[config.mk]
export PLATFORM = sky130hd
export DESIGN_NAME = intr_timer_bank
export DESIGN_NICKNAME = d
export VERILOG_FILES = /design/src/rtl/itb_pkg.sv /design/src/rtl/itb_decode.sv /design/src/rtl/itb_channel.sv /design/src/rtl/intr_timer_bank.sv
export SDC_FILE = /design/constraint.sdc
export NUM_CORES = 1
export LEC_CHECK = 0
export BUFFER_PORTS_ARGS = -buffer_cell sky130_fd_sc_hd__clkbuf_2
export CORE_ASPECT_RATIO = 0.8
export CORE_MARGIN = 2
export CORE_UTILIZATION = 45
export CTS_CLUSTER_SIZE = 20
export DETAILED_ROUTE_END_ITERATION = 6
export GPL_TIMING_DRIVEN = 1
export SLEW_MARGIN = 10
export SYNTH_ARGS = -nofsm -noshare
export SYNTH_HDL_FRONTEND = slang
export SYNTH_HIERARCHICAL = 1
export SYNTH_SLANG_ARGS = --single-unit
export TNS_END_PERCENT = 20
[constraint.sdc]
create_clock -name clk -period 8 [get_ports clk]
set_clock_uncertainty 0.05 [all_clocks]
set_input_delay 2.4 -clock clk [delete_from_list [all_inputs] [get_ports clk]]
set_output_delay 2.4 -clock clk [all_outputs]
set_load 0.01 [all_outputs]
[src/rtl/itb_pkg.sv]
package itb_pkg;

    // Register selector inside one channel window (address bits [3:2]).
    typedef enum logic [1:0] {
        SEL_RELOAD = 2'd0,
        SEL_COUNT  = 2'd1,
        SEL_CTRL   = 2'd2,
        SEL_FLAG   = 2'd3
    } ch_sel_e;

    // Control field positions.
    localparam int CTL_RUN  = 0;
    localparam int CTL_IE   = 1;
    localparam int CTL_LINK = 2;

    // Global register: halt bit position.
    localparam int GLB_HALT = 1;

    // Channel window placement.
    localparam int WIN_BASE = 'h100;
    localparam int WIN_SPAN = 'h10;

endpackage

[src/rtl/itb_decode.sv]
module itb_decode
    import itb_pkg::*;
#(
    parameter int NUM_CH = 4,
    parameter int ADDR_W = 12
) (
    input  logic [ADDR_W-1:0] addr_i,
    output logic              glb_hit_o,
    output logic [NUM_CH-1:0] ch_hit_o,
    output ch_sel_e           sel_o
);
    localparam int HI_W = ADDR_W - 4;

    always_comb begin
        glb_hit_o = (addr_i == '0);
        sel_o     = ch_sel_e'(addr_i[3:2]);
        ch_hit_o  = '0;
        for (int i = 0; i < NUM_CH; i++) begin
            ch_hit_o[i] = (addr_i[ADDR_W-1:4] == HI_W'(WIN_BASE / WIN_SPAN + i))
                          && (addr_i[1:0] == 2'b00);
        end
    end
endmodule

[src/rtl/itb_channel.sv]
module itb_channel
    import itb_pkg::*;
#(
    parameter int CNT_W  = 32,
    parameter int DATA_W = 32,
    parameter bit FIRST  = 1'b0
) (
    input  logic              clk,
    input  logic              rst_n,
    input  logic              tick_i,
    input  logic              halt_i,
    input  logic              prev_zero_i,
    input  logic              wr_reload_i,
    input  logic              wr_ctrl_i,
    input  logic              wr_flag_i,
    input  logic [DATA_W-1:0] wdata_i,
    output logic [CNT_W-1:0]  reload_o,
    output logic [CNT_W-1:0]  count_o,
    output logic [2:0]        ctrl_o,
    output logic              flag_o,
    output logic              zero_o,
    output logic              irq_o
);
    typedef struct packed {
        logic [CNT_W-1:0] reload;
        logic [CNT_W-1:0] count;
        logic             run;
        logic             ie;
        logic             link;
        logic             flag;
    } chan_t;

    chan_t st_q, st_d;
    logic  src, step, wrap;

    always_comb begin
        src = tick_i;
        if (!FIRST && st_q.link) begin
            src = prev_zero_i;
        end
        step = st_q.run && !halt_i && src;
        wrap = step && (st_q.count == '0);

        st_d = st_q;
        if (step) begin
            st_d.count = wrap ? st_q.reload : st_q.count - CNT_W'(1);
        end
        if (wr_reload_i) begin
            st_d.reload = wdata_i[CNT_W-1:0];
        end
        if (wr_ctrl_i) begin
            st_d.run  = wdata_i[CTL_RUN];
            st_d.ie   = wdata_i[CTL_IE];
            st_d.link = wdata_i[CTL_LINK];
            if (wdata_i[CTL_RUN] && !st_q.run) begin
                st_d.count = st_q.reload;
            end
        end
        if (wr_flag_i && wdata_i[0]) begin
            st_d.flag = 1'b0;
        end
        if (wrap) begin
            st_d.flag = 1'b1;
        end
    end

    always_ff @(posedge clk or negedge rst_n) begin
        if (!rst_n) begin
            st_q <= '0;
        end else begin
            st_q <= st_d;
        end
    end

    assign reload_o = st_q.reload;
    assign count_o  = st_q.count;
    assign ctrl_o   = {st_q.link, st_q.ie, st_q.run};
    assign flag_o   = st_q.flag;
    assign zero_o   = wrap;
    assign irq_o    = st_q.flag & st_q.ie;
endmodule

[src/rtl/intr_timer_bank.sv]
module intr_timer_bank
    import itb_pkg::*;
#(
    parameter int NUM_CH = 4,
    parameter int CNT_W  = 32,
    parameter int DATA_W = 32,
    parameter int ADDR_W = 12
) (
    input  logic              clk,
    input  logic              rst_n,
    input  logic              tick_i,
    input  logic [ADDR_W-1:0] bus_addr_i,
    input  logic [DATA_W-1:0] bus_wdata_i,
    input  logic              bus_wr_i,
    input  logic              bus_rd_i,
    output logic [DATA_W-1:0] bus_rdata_o,
    output logic [NUM_CH-1:0] irq_o
);
    localparam int FLAT_W = NUM_CH * CNT_W;

    typedef struct packed {
        logic              halt;
        logic [DATA_W-1:0] rdata;
    } top_t;

    top_t st_q, st_d;

    logic              glb_hit;
    logic [NUM_CH-1:0] ch_hit;
    ch_sel_e           sel;

    logic [CNT_W-1:0]  ch_reload [NUM_CH];
    logic [CNT_W-1:0]  ch_count  [NUM_CH];
    logic [2:0]        ch_ctrl   [NUM_CH];
    logic [NUM_CH-1:0] ch_flag, ch_zero, ch_prev, ch_run;
    logic [NUM_CH-1:0] wr_rel, wr_ctl, wr_flg;
    logic [FLAT_W-1:0] cnt_flat, rel_flat;
    logic              mod_halt;

    itb_decode #(.NUM_CH(NUM_CH), .ADDR_W(ADDR_W)) u_dec (
        .addr_i    (bus_addr_i),
        .glb_hit_o (glb_hit),
        .ch_hit_o  (ch_hit),
        .sel_o     (sel)
    );

    assign mod_halt = st_q.halt;

    for (genvar g = 0; g < NUM_CH; g++) begin : g_ch
        if (g == 0) begin : g_head
            assign ch_prev[g] = 1'b0;
        end else begin : g_tail
            assign ch_prev[g] = ch_zero[g-1];
        end

        assign wr_rel[g] = bus_wr_i && ch_hit[g] && (sel == SEL_RELOAD);
        assign wr_ctl[g] = bus_wr_i && ch_hit[g] && (sel == SEL_CTRL);
        assign wr_flg[g] = bus_wr_i && ch_hit[g] && (sel == SEL_FLAG);

        itb_channel #(
            .CNT_W  (CNT_W),
            .DATA_W (DATA_W),
            .FIRST  (g == 0)
        ) u_chan (
            .clk         (clk),
            .rst_n       (rst_n),
            .tick_i      (tick_i),
            .halt_i      (mod_halt),
            .prev_zero_i (ch_prev[g]),
            .wr_reload_i (wr_rel[g]),
            .wr_ctrl_i   (wr_ctl[g]),
            .wr_flag_i   (wr_flg[g]),
            .wdata_i     (bus_wdata_i),
            .reload_o    (ch_reload[g]),
            .count_o     (ch_count[g]),
            .ctrl_o      (ch_ctrl[g]),
            .flag_o      (ch_flag[g]),
            .zero_o      (ch_zero[g]),
            .irq_o       (irq_o[g])
        );

        assign ch_run[g]                     = ch_ctrl[g][CTL_RUN];
        assign cnt_flat[g*CNT_W +: CNT_W]    = ch_count[g];
        assign rel_flat[g*CNT_W +: CNT_W]    = ch_reload[g];
    end

    always_comb begin
        st_d = st_q;
        if (bus_wr_i && glb_hit) begin
            st_d.halt = bus_wdata_i[GLB_HALT];
        end
        if (bus_rd_i) begin
            st_d.rdata = '0;
            if (glb_hit) begin
                st_d.rdata = DATA_W'({st_q.halt, 1'b0});
            end
            for (int i = 0; i < NUM_CH; i++) begin
                if (ch_hit[i]) begin
                    case (sel)
                        SEL_RELOAD: st_d.rdata = DATA_W'(ch_reload[i]);
                        SEL_COUNT:  st_d.rdata = DATA_W'(ch_count[i]);
                        SEL_CTRL:   st_d.rdata = DATA_W'(ch_ctrl[i]);
                        default:    st_d.rdata = DATA_W'(ch_flag[i]);
                    endcase
                end
            end
        end
    end

    always_ff @(posedge clk or negedge rst_n) begin
        if (!rst_n) begin
            st_q.halt  <= 1'b1;
            st_q.rdata <= '0;
        end else begin
            st_q <= st_d;
        end
    end

    assign bus_rdata_o = st_q.rdata;
endmodule

### Word level (Yosys, flattened, before mapping)

Cells that the tools add are included.

| storage, ports and cells | value |
|---|---|
| register bits after elaboration | 305 |
| logic and storage cells | 134 |

| operators by class | value |
|---|---|
| add/subtract/negate cells | 4 |
| eq/ne operators | 7 |
| muxes and demuxes | 36 |
| bitwise logic cells | 4 |
| reductions and logical operators | 57 |

Operators with widths:

| kind | number |
|---|---|
| 32-bit two-way mux | 16 |
| 32-bit one-hot mux with 3 select lines | 4 |
| 35-bit two-way mux | 4 |
| 32-bit logical NOT | 4 |
| 32-bit by 1-bit subtractor with 32-bit output (second input constant) | 4 |
| 1-bit logical AND | 41 |
| 8-bit by 5-bit == test with 1-bit output (second input constant) | 4 |
| 12-bit logical NOT | 1 |
| 1-bit two-way mux | 11 |
| 2-bit nonzero test | 4 |
| 1-bit logical NOT | 5 |
| 1-bit bitwise AND | 4 |
| 2-bit == test (second input constant) | 2 |
| 2-bit logical NOT | 2 |
| 2-bit by 1-bit == test with 1-bit output (second input constant) | 1 |
| 2-bit two-way mux | 1 |

### Longest topological paths before layout

Gate-level depths: netlist of run 1.

| logic depth | value |
|---|---|
| depth in word-level cells | 17 |
| gate-level depth with buffers | 19 |
| depth with buffers taken out | 17 |

### Modules after synthesis

Netlist of run 1, hierarchy kept.

Modules (own cells, without submodules):

| module | instances | cells each | area each (sq um) | seq. area each (sq um) |
|---|---|---|---|---|
| itb_channel at g_ch[1].u_chan ... | 3 | 303 | 3484.6 | 1701.6 |
| intr_timer_bank | 1 | 422 | 3686.0 | 827.0 |
| itb_channel at g_ch[0].u_chan | 1 | 323 | 3373.2 | 1701.6 |
| itb_decode | 1 | 13 | 102.6 | 0.0 |

### Worst setup path after synthesis of run 1

OpenSTA, ideal clock, no wires.

| timing path | value |
|---|---|
| path type | input to register |
| start point | in tick_i |
| end point | reg g_ch[3].u_chan.st_q (netlist bit g_ch[3].u_chan/count_o[11]) |
| data arrival time | 5.605 ns |
| data required time | 7.825 ns |
| slack | 2.220 ns |
| stages on the path | 17 |
| path buffers | 2 |
| cell sequence | nand3b_1 nor3_1 nand4_1 inv_1 mux2_2 nand2_1 nor4_1 mux2_2 nand2_1 nor4_1 mux2_2 nand4_1 nor3_2 buf_4 a21oi_2 buf_6 mux2_4 |

RTL lines:

| what | RTL line | source |
|---|---|---|
| start: declaration | intr_timer_bank.sv:11 | `input logic tick_i,` |
| end signal: assignment | itb_channel.sv:71 | `st_q <= st_d;` |
| end: declaration | itb_channel.sv:33 | `chan_t st_q, st_d;` |

==> impl_metrics.yaml, run 1 <==
floorplan:
  die-area_mm2: 0.0407
  die_h_um: 181
  die_w_um: 225
  rows: 64
  io_pins: 85
  start_util: 0.459
  core_area_mm2: 0.0384
hold_path:
  holdPathStages: 2
  min_from: "g_ch[0].u_chan/reload_o[23]$_DFFE_PN0P_"
  hold_class: "reg2reg"
  hold_end: "g_ch[0].u_chan/count_o[23]$_DFF_PN0_"
cts:
  cts_resized: 0
  cts_tree: "built"
  clkLatencyLatePin_ns: 0.54
  cts_hold_buf: 0
  htreeDepth: 2
  cts_setup_buffers: 0
  cts_buffer_depth: 3
  clkSlewWorstSetupHoldPaths_ns: 0.06
  cts_root_buf: "clkbuf_16"
  clock_sinks: 305
  cts-buffers-inserted: 35
finish:
  area_delta_synth_final_pct: 10.6
  drive_gt1_frac: 0.214
  stdcell_count: 2226
  final_core_util: 0.507
  final_nets: 1762
  diodes: 0
sta:
  max_clock_freq_mhz: 148
  hold_violations: 0
  slew_viol_final: 0
  worst_slew_pin_slew_ns: 1.24
  hold_ws_ns: 0.467
  maxSlewHeadroom: 0.169
  finalCritPeriodShare: 0.846
  tns_ns: 0
  rsz0062_at_grt: "no"
  setup_ws_ns: 1.23
  setup_viol: 0
  post-route-min-period_ns: 6.77
power_and_ir_drop:
  ir_worst_vdd_mv: 0.163
  leakagePower_nw: 8.86
  p_per_area_mw_per_mm2: 222
routing:
  drt-wirelength-per-cell_um: 26.2
  drc_errors: 0
  num_vias: 14164
  drtPass1Iterations: 6
  routed_wirelength_um: 58300
  ant_nets: 0
  via_per_inst: 6.36
  drt_iter0_drc: 1568
worst_setup_path:
  critPathCaptureType: "flip-flop"
  worstPathArrival_ns: 7.17
  reg2reg_from: "g_ch[0].u_chan/count_o[0]$_DFF_PN0_"
  r2r-end: "g_ch[3].u_chan/count_o[25]$_DFF_PN0_"
  cp_data_required_time_ns: 8.40
  ff2ff_path_depth: 18
  crit_path_max_fanout: 13
  crit_type: "in2reg"
  r2r_slack_ns: 2.51
  start_kind: "input port"
global_routing:
  grt_pass1_wl_um: 88500
  overflow: 0
  grt_pass1_vias: 13456
  antenna_found_initial: 0
  grt_max_degree: 126
  track_usage: 0.288
synthesis:
  synth_fp_nets: 1715
  syn-cell-area_mm2: 0.0176
  synthCells: 1662
  syn_area_per_cell_um2: 10.6
  yosysWarnings: 6
placement:
  place.gp.congestion: 0.913
  dp.cells: 2167
  pre_cts_ws_ns: 0.808
  dp_hpwl_um: 41700
  io_buffers: 84
run_status:
  status: "finished clean"
job:
  drv_cap: 0
-- layout by cell type, fill, tap and decap left out, types with 27 or more instances in the layout --
cell type / instances
xor2_1: 35
clkbuf_2: 82
mux2i_1: 146
nor4_1: 31
dfrtp_1: 304
nor2_1: 83
o221ai_1: 63
nor3_1: 61
clkbuf_16: 36
mux2_2: 117
o21ai_0: 75
nand3_1: 53
inv_1: 78
buf_4: 28
a2bb2oi_1: 27
nand2_1: 110
-- final cells by class --
class	instances	area, um^2
tap	495	619
inverter	78	293
fill	3532	18900
timing repair buffer	113	669
clock buffer	52	1040
sequential	305	7630
clock inverter	7	53.8
multi-input combinational	1176	9140
-- power breakdown --
group	switching (W)	internal, W	total, W
clock network	0.000655	0.000900	0.00156
logic	0.000395	0.000344	0.000739
registers	0.000316	0.00171	0.00202
total	0.00137	0.00295	0.00432
-- metal layers --
metal / track usage / vias up / share of wire
li1: - / 6332 / -
met1: 0.462 / 7176 / 0.49
met2: 0.392 / 562 / 0.41
met3: 0.0447 / 94 / 0.072
met4: 0.0866 / 0 / 0.029
met5: 0 / - / 0
-- worst max-delay path: stages --
cell and delay [ns]:
clkbuf_2 0.16, nand3b_1 0.10, buf_4 0.21, nor3_1 0.29
nand4_1 0.29, inv_1 0.27, mux2_2 0.24, nand2_1 0.20
nor4_1 0.47, mux2_2 0.29, nand2_1 0.21, nor4_1 0.30
mux2_2 0.25, nand4_1 0.34, nor3_2 0.28, buf_4 0.24
a21o_1 0.40, mux2i_1 0.23
-- flip-flops by register name, summed over array words and instances, names as in the netlist --
| register | flops |
|---|---|
| g_ch.u_chan/flag_o | 4 |
| g_ch.u_chan/reload_o | 128 |
| g_ch.u_chan/count_o | 128 |
| bus_rdata_o | 32 |
| mod_halt | 1 |
| g_ch.u_chan/ctrl_o | 12 |
-- metrics by stage --
step	area, um^2	total power (W)
floorplan	17600	0.00249
global placement	18400	0.00274
detailed placement	18400	0.00276
CTS	19500	0.00433
global route	19500	0.00450
finish	19500	0.00432
-- worst max-delay path by stage --
stage / start / to / slack, ns / cells past startpoint
floorplan: tick_i / g_ch[3].u_chan/count_o[11]$_DFF_PN0_ / 2.22 / 17
global placement: tick_i / g_ch[3].u_chan/count_o[18]$_DFF_PN0_ / 1.02 / 18
detailed placement: tick_i / g_ch[3].u_chan/count_o[25]$_DFF_PN0_ / 0.81 / 18
CTS: tick_i / g_ch[3].u_chan/count_o[25]$_DFF_PN0_ / 1.34 / 18
global route: tick_i / g_ch[3].u_chan/count_o[18]$_DFF_PN0_ / 0.81 / 18
finish: tick_i / g_ch[3].u_chan/count_o[25]$_DFF_PN0_ / 1.23 / 18
Note: power is estimated with default switching activity, not from simulation.
==> run 2, diff against run 1 <==
clock period = 6.3 ns   (was 8 ns; I/O delays follow)
==> impl_metrics.yaml, run 2 (synthesized netlist as in run 1, its figures left out) <==
run_status:
  status: "finished clean"
cts:
  cts_buffer_depth: 3
  clkLatencyLatePin_ns: 0.53
  cts_root_buf: "clkbuf_16"
  cts_hold_buf: 0
  clkSlewWorstSetupHoldPaths_ns: 0.06
  htreeDepth: 2
  cts-buffers-inserted: 35
  cts_resized: 0
  clock_sinks: 305
  cts_setup_buffers: 0
  cts_tree: "built"
placement:
  place.gp.congestion: 0.949
  dp.cells: 2179
  dp_hpwl_um: 41800
  place_area_mm2: 0.0184
  io_buffers: 84
floorplan:
  die-area_mm2: 0.0407
  core_area_mm2: 0.0384
  die_w_um: 225
  die_h_um: 181
  start_util: 0.459
  rows: 64
  io_pins: 85
routing:
  drtPass1Iterations: 5
  num_vias: 14182
  ant_nets: 0
  drc_errors: 0
  drt_iter0_drc: 1558
  routed_wirelength_um: 58700
  drt-wirelength-per-cell_um: 26.2
  via_per_inst: 6.33
sta:
  finalCritPeriodShare: 0.870
  tns_ns: 0
  worst_slew_pin_slew_ns: 1.22
  slew_viol_final: 0
  hold_ws_ns: 0.443
  setup_viol: 0
  post-route-min-period_ns: 5.48
  rsz0062_at_grt: "no"
  maxSlewHeadroom: 0.184
  max_clock_freq_mhz: 183
  hold_violations: 0
power_and_ir_drop:
  p_per_area_mw_per_mm2: 289
  power_w: 0.00568
  intPower_w: 0.00392
  power_switching_share: 0.309
  power_frac_clock: 0.382
  ir_worst_vdd_mv: 0.250
  p_sw_w: 0.00175
  p_comb_frac: 0.167
  p_seq_frac: 0.451
  leakagePower_nw: 8.97
finish:
  area_delta_synth_final_pct: 11.7
  final_cell_mix: "dfrtp_1, mux2i_1, mux2_2"
  seqCellArea_mm2: 0.00763
  drive_gt1_frac: 0.222
  final_nets: 1774
  fillCellCount: 3499
  stdcell_area_mm2: 0.0197
  multiInputGateArea_mm2: 0.00914
  stdcell_count: 2241
  final_common_cell: "dfrtp_1"
hold_path:
  hold_class: "reg2reg"
global_routing:
  overflow: 0
  grt_max_degree: 107
  track_usage: 0.290
  antenna_found_initial: 1
  grt_pass1_vias: 13495
  grt_pass1_wl_um: 89100
worst_setup_path:
  critPathCaptureType: "flip-flop"
  crit_type: "in2reg"
  crit_path_max_fanout: 17
  worstPathArrival_ns: 5.83
  start_kind: "input port"
  cp_data_required_time_ns: 6.66
job:
  drv_cap: 0
## run 2: changes by cell type in the layout (fill, tap and decap cells not counted)
cell / delta
buf_4: +12
bufinv_16: +5
clkbuf_1: -3
clkbuf_16: +1
clkbuf_8: -4
clkinv_2: +5
clkinv_4: -1
clkinv_8: -1
clkinvlp_4: +1
diode_2: +1
inv_6: -1
## run 2: cell type report
type | count | area share
Antenna cell | 1 | 0.000127
Clock buffer | 46 | 0.0509
Clock inverter | 15 | 0.0103
Inverter | 78 | 0.0149
Multi-Input combinational cell | 1176 | 0.465
Sequential cell | 305 | 0.388
Tap cell | 495 | 0.0315
Timing Repair Buffer | 125 | 0.0386
## run 2: power by group through the flow
stage | Clock, W | Sequential [W] | Combinational, W
after floorplan | 0 | 0.00247 | 0.000690
after global routing | 0.00228 | 0.00260 | 0.00104
after CTS | 0.00220 | 0.00255 | 0.000934
after global placement | 0 | 0.00257 | 0.000907
after detailed placement | 0 | 0.00259 | 0.000924
final | 0.00217 | 0.00256 | 0.000946
## run 2: path summary, 6_finish.rpt
path / cells after the start / endpoint / startpoint / slack [ns]
worst max-delay path: 18 / g_ch[3].u_chan/count_o[11]$_DFF_PN0_ / tick_i / 0.82
worst min-delay path: 2 / g_ch[0].u_chan/flag_o$_DFFE_PN0P_ / g_ch[0].u_chan/flag_o$_DFFE_PN0P_ / 0.44
worst max register to register: 19 / g_ch[3].u_chan/count_o[11]$_DFF_PN0_ / g_ch[0].u_chan/count_o[0]$_DFF_PN0_ / 1.36
worst min register to register: 2 / g_ch[0].u_chan/flag_o$_DFFE_PN0P_ / g_ch[0].u_chan/flag_o$_DFFE_PN0P_ / 0.44
max in group asynchronous: 2 / g_ch[1].u_chan/count_o[15]$_DFF_PN0_ / rst_n / 3.73
min in group asynchronous: 1 / g_ch[1].u_chan/reload_o[28]$_DFFE_PN0P_ / rst_n / 1.33
## run 2: layer usage
metal | vias up | global-route usage | routed length (um)
li1 | 6350 | - | -
met3 | 75 | 0.0615 | 4740
met2 | 551 | 0.397 | 24300
met5 | - | 0 | 0
met4 | 0 | 0.0710 | 1340
met1 | 7206 | 0.460 | 28400
## run 2: through the flow
step / setup slack, ns / utilization
6_report: 0.822 / 0.512
5_1_grt: 0.646 / 0.512
4_1_cts: 0.904 / 0.512
3_5_place_dp: 0.378 / 0.481
3_3_place_gp: 0.503 / 0.481
2_1_floorplan: 1.03 / -
## run 2: worst max-delay path: stages
cell	delay, ns
clkbuf_2	0.16
nand3b_1	0.12
nor3_1	0.30
nand4_1	0.17
inv_1	0.19
mux2_2	0.24
nand2_1	0.08
nor4_1	0.43
mux2_2	0.29
nand2_1	0.08
nor4_1	0.27
mux2_2	0.26
nand4_1	0.10
buf_4	0.24
nor3_2	0.23
a21oi_2	0.17
buf_4	0.28
mux2_4	0.32
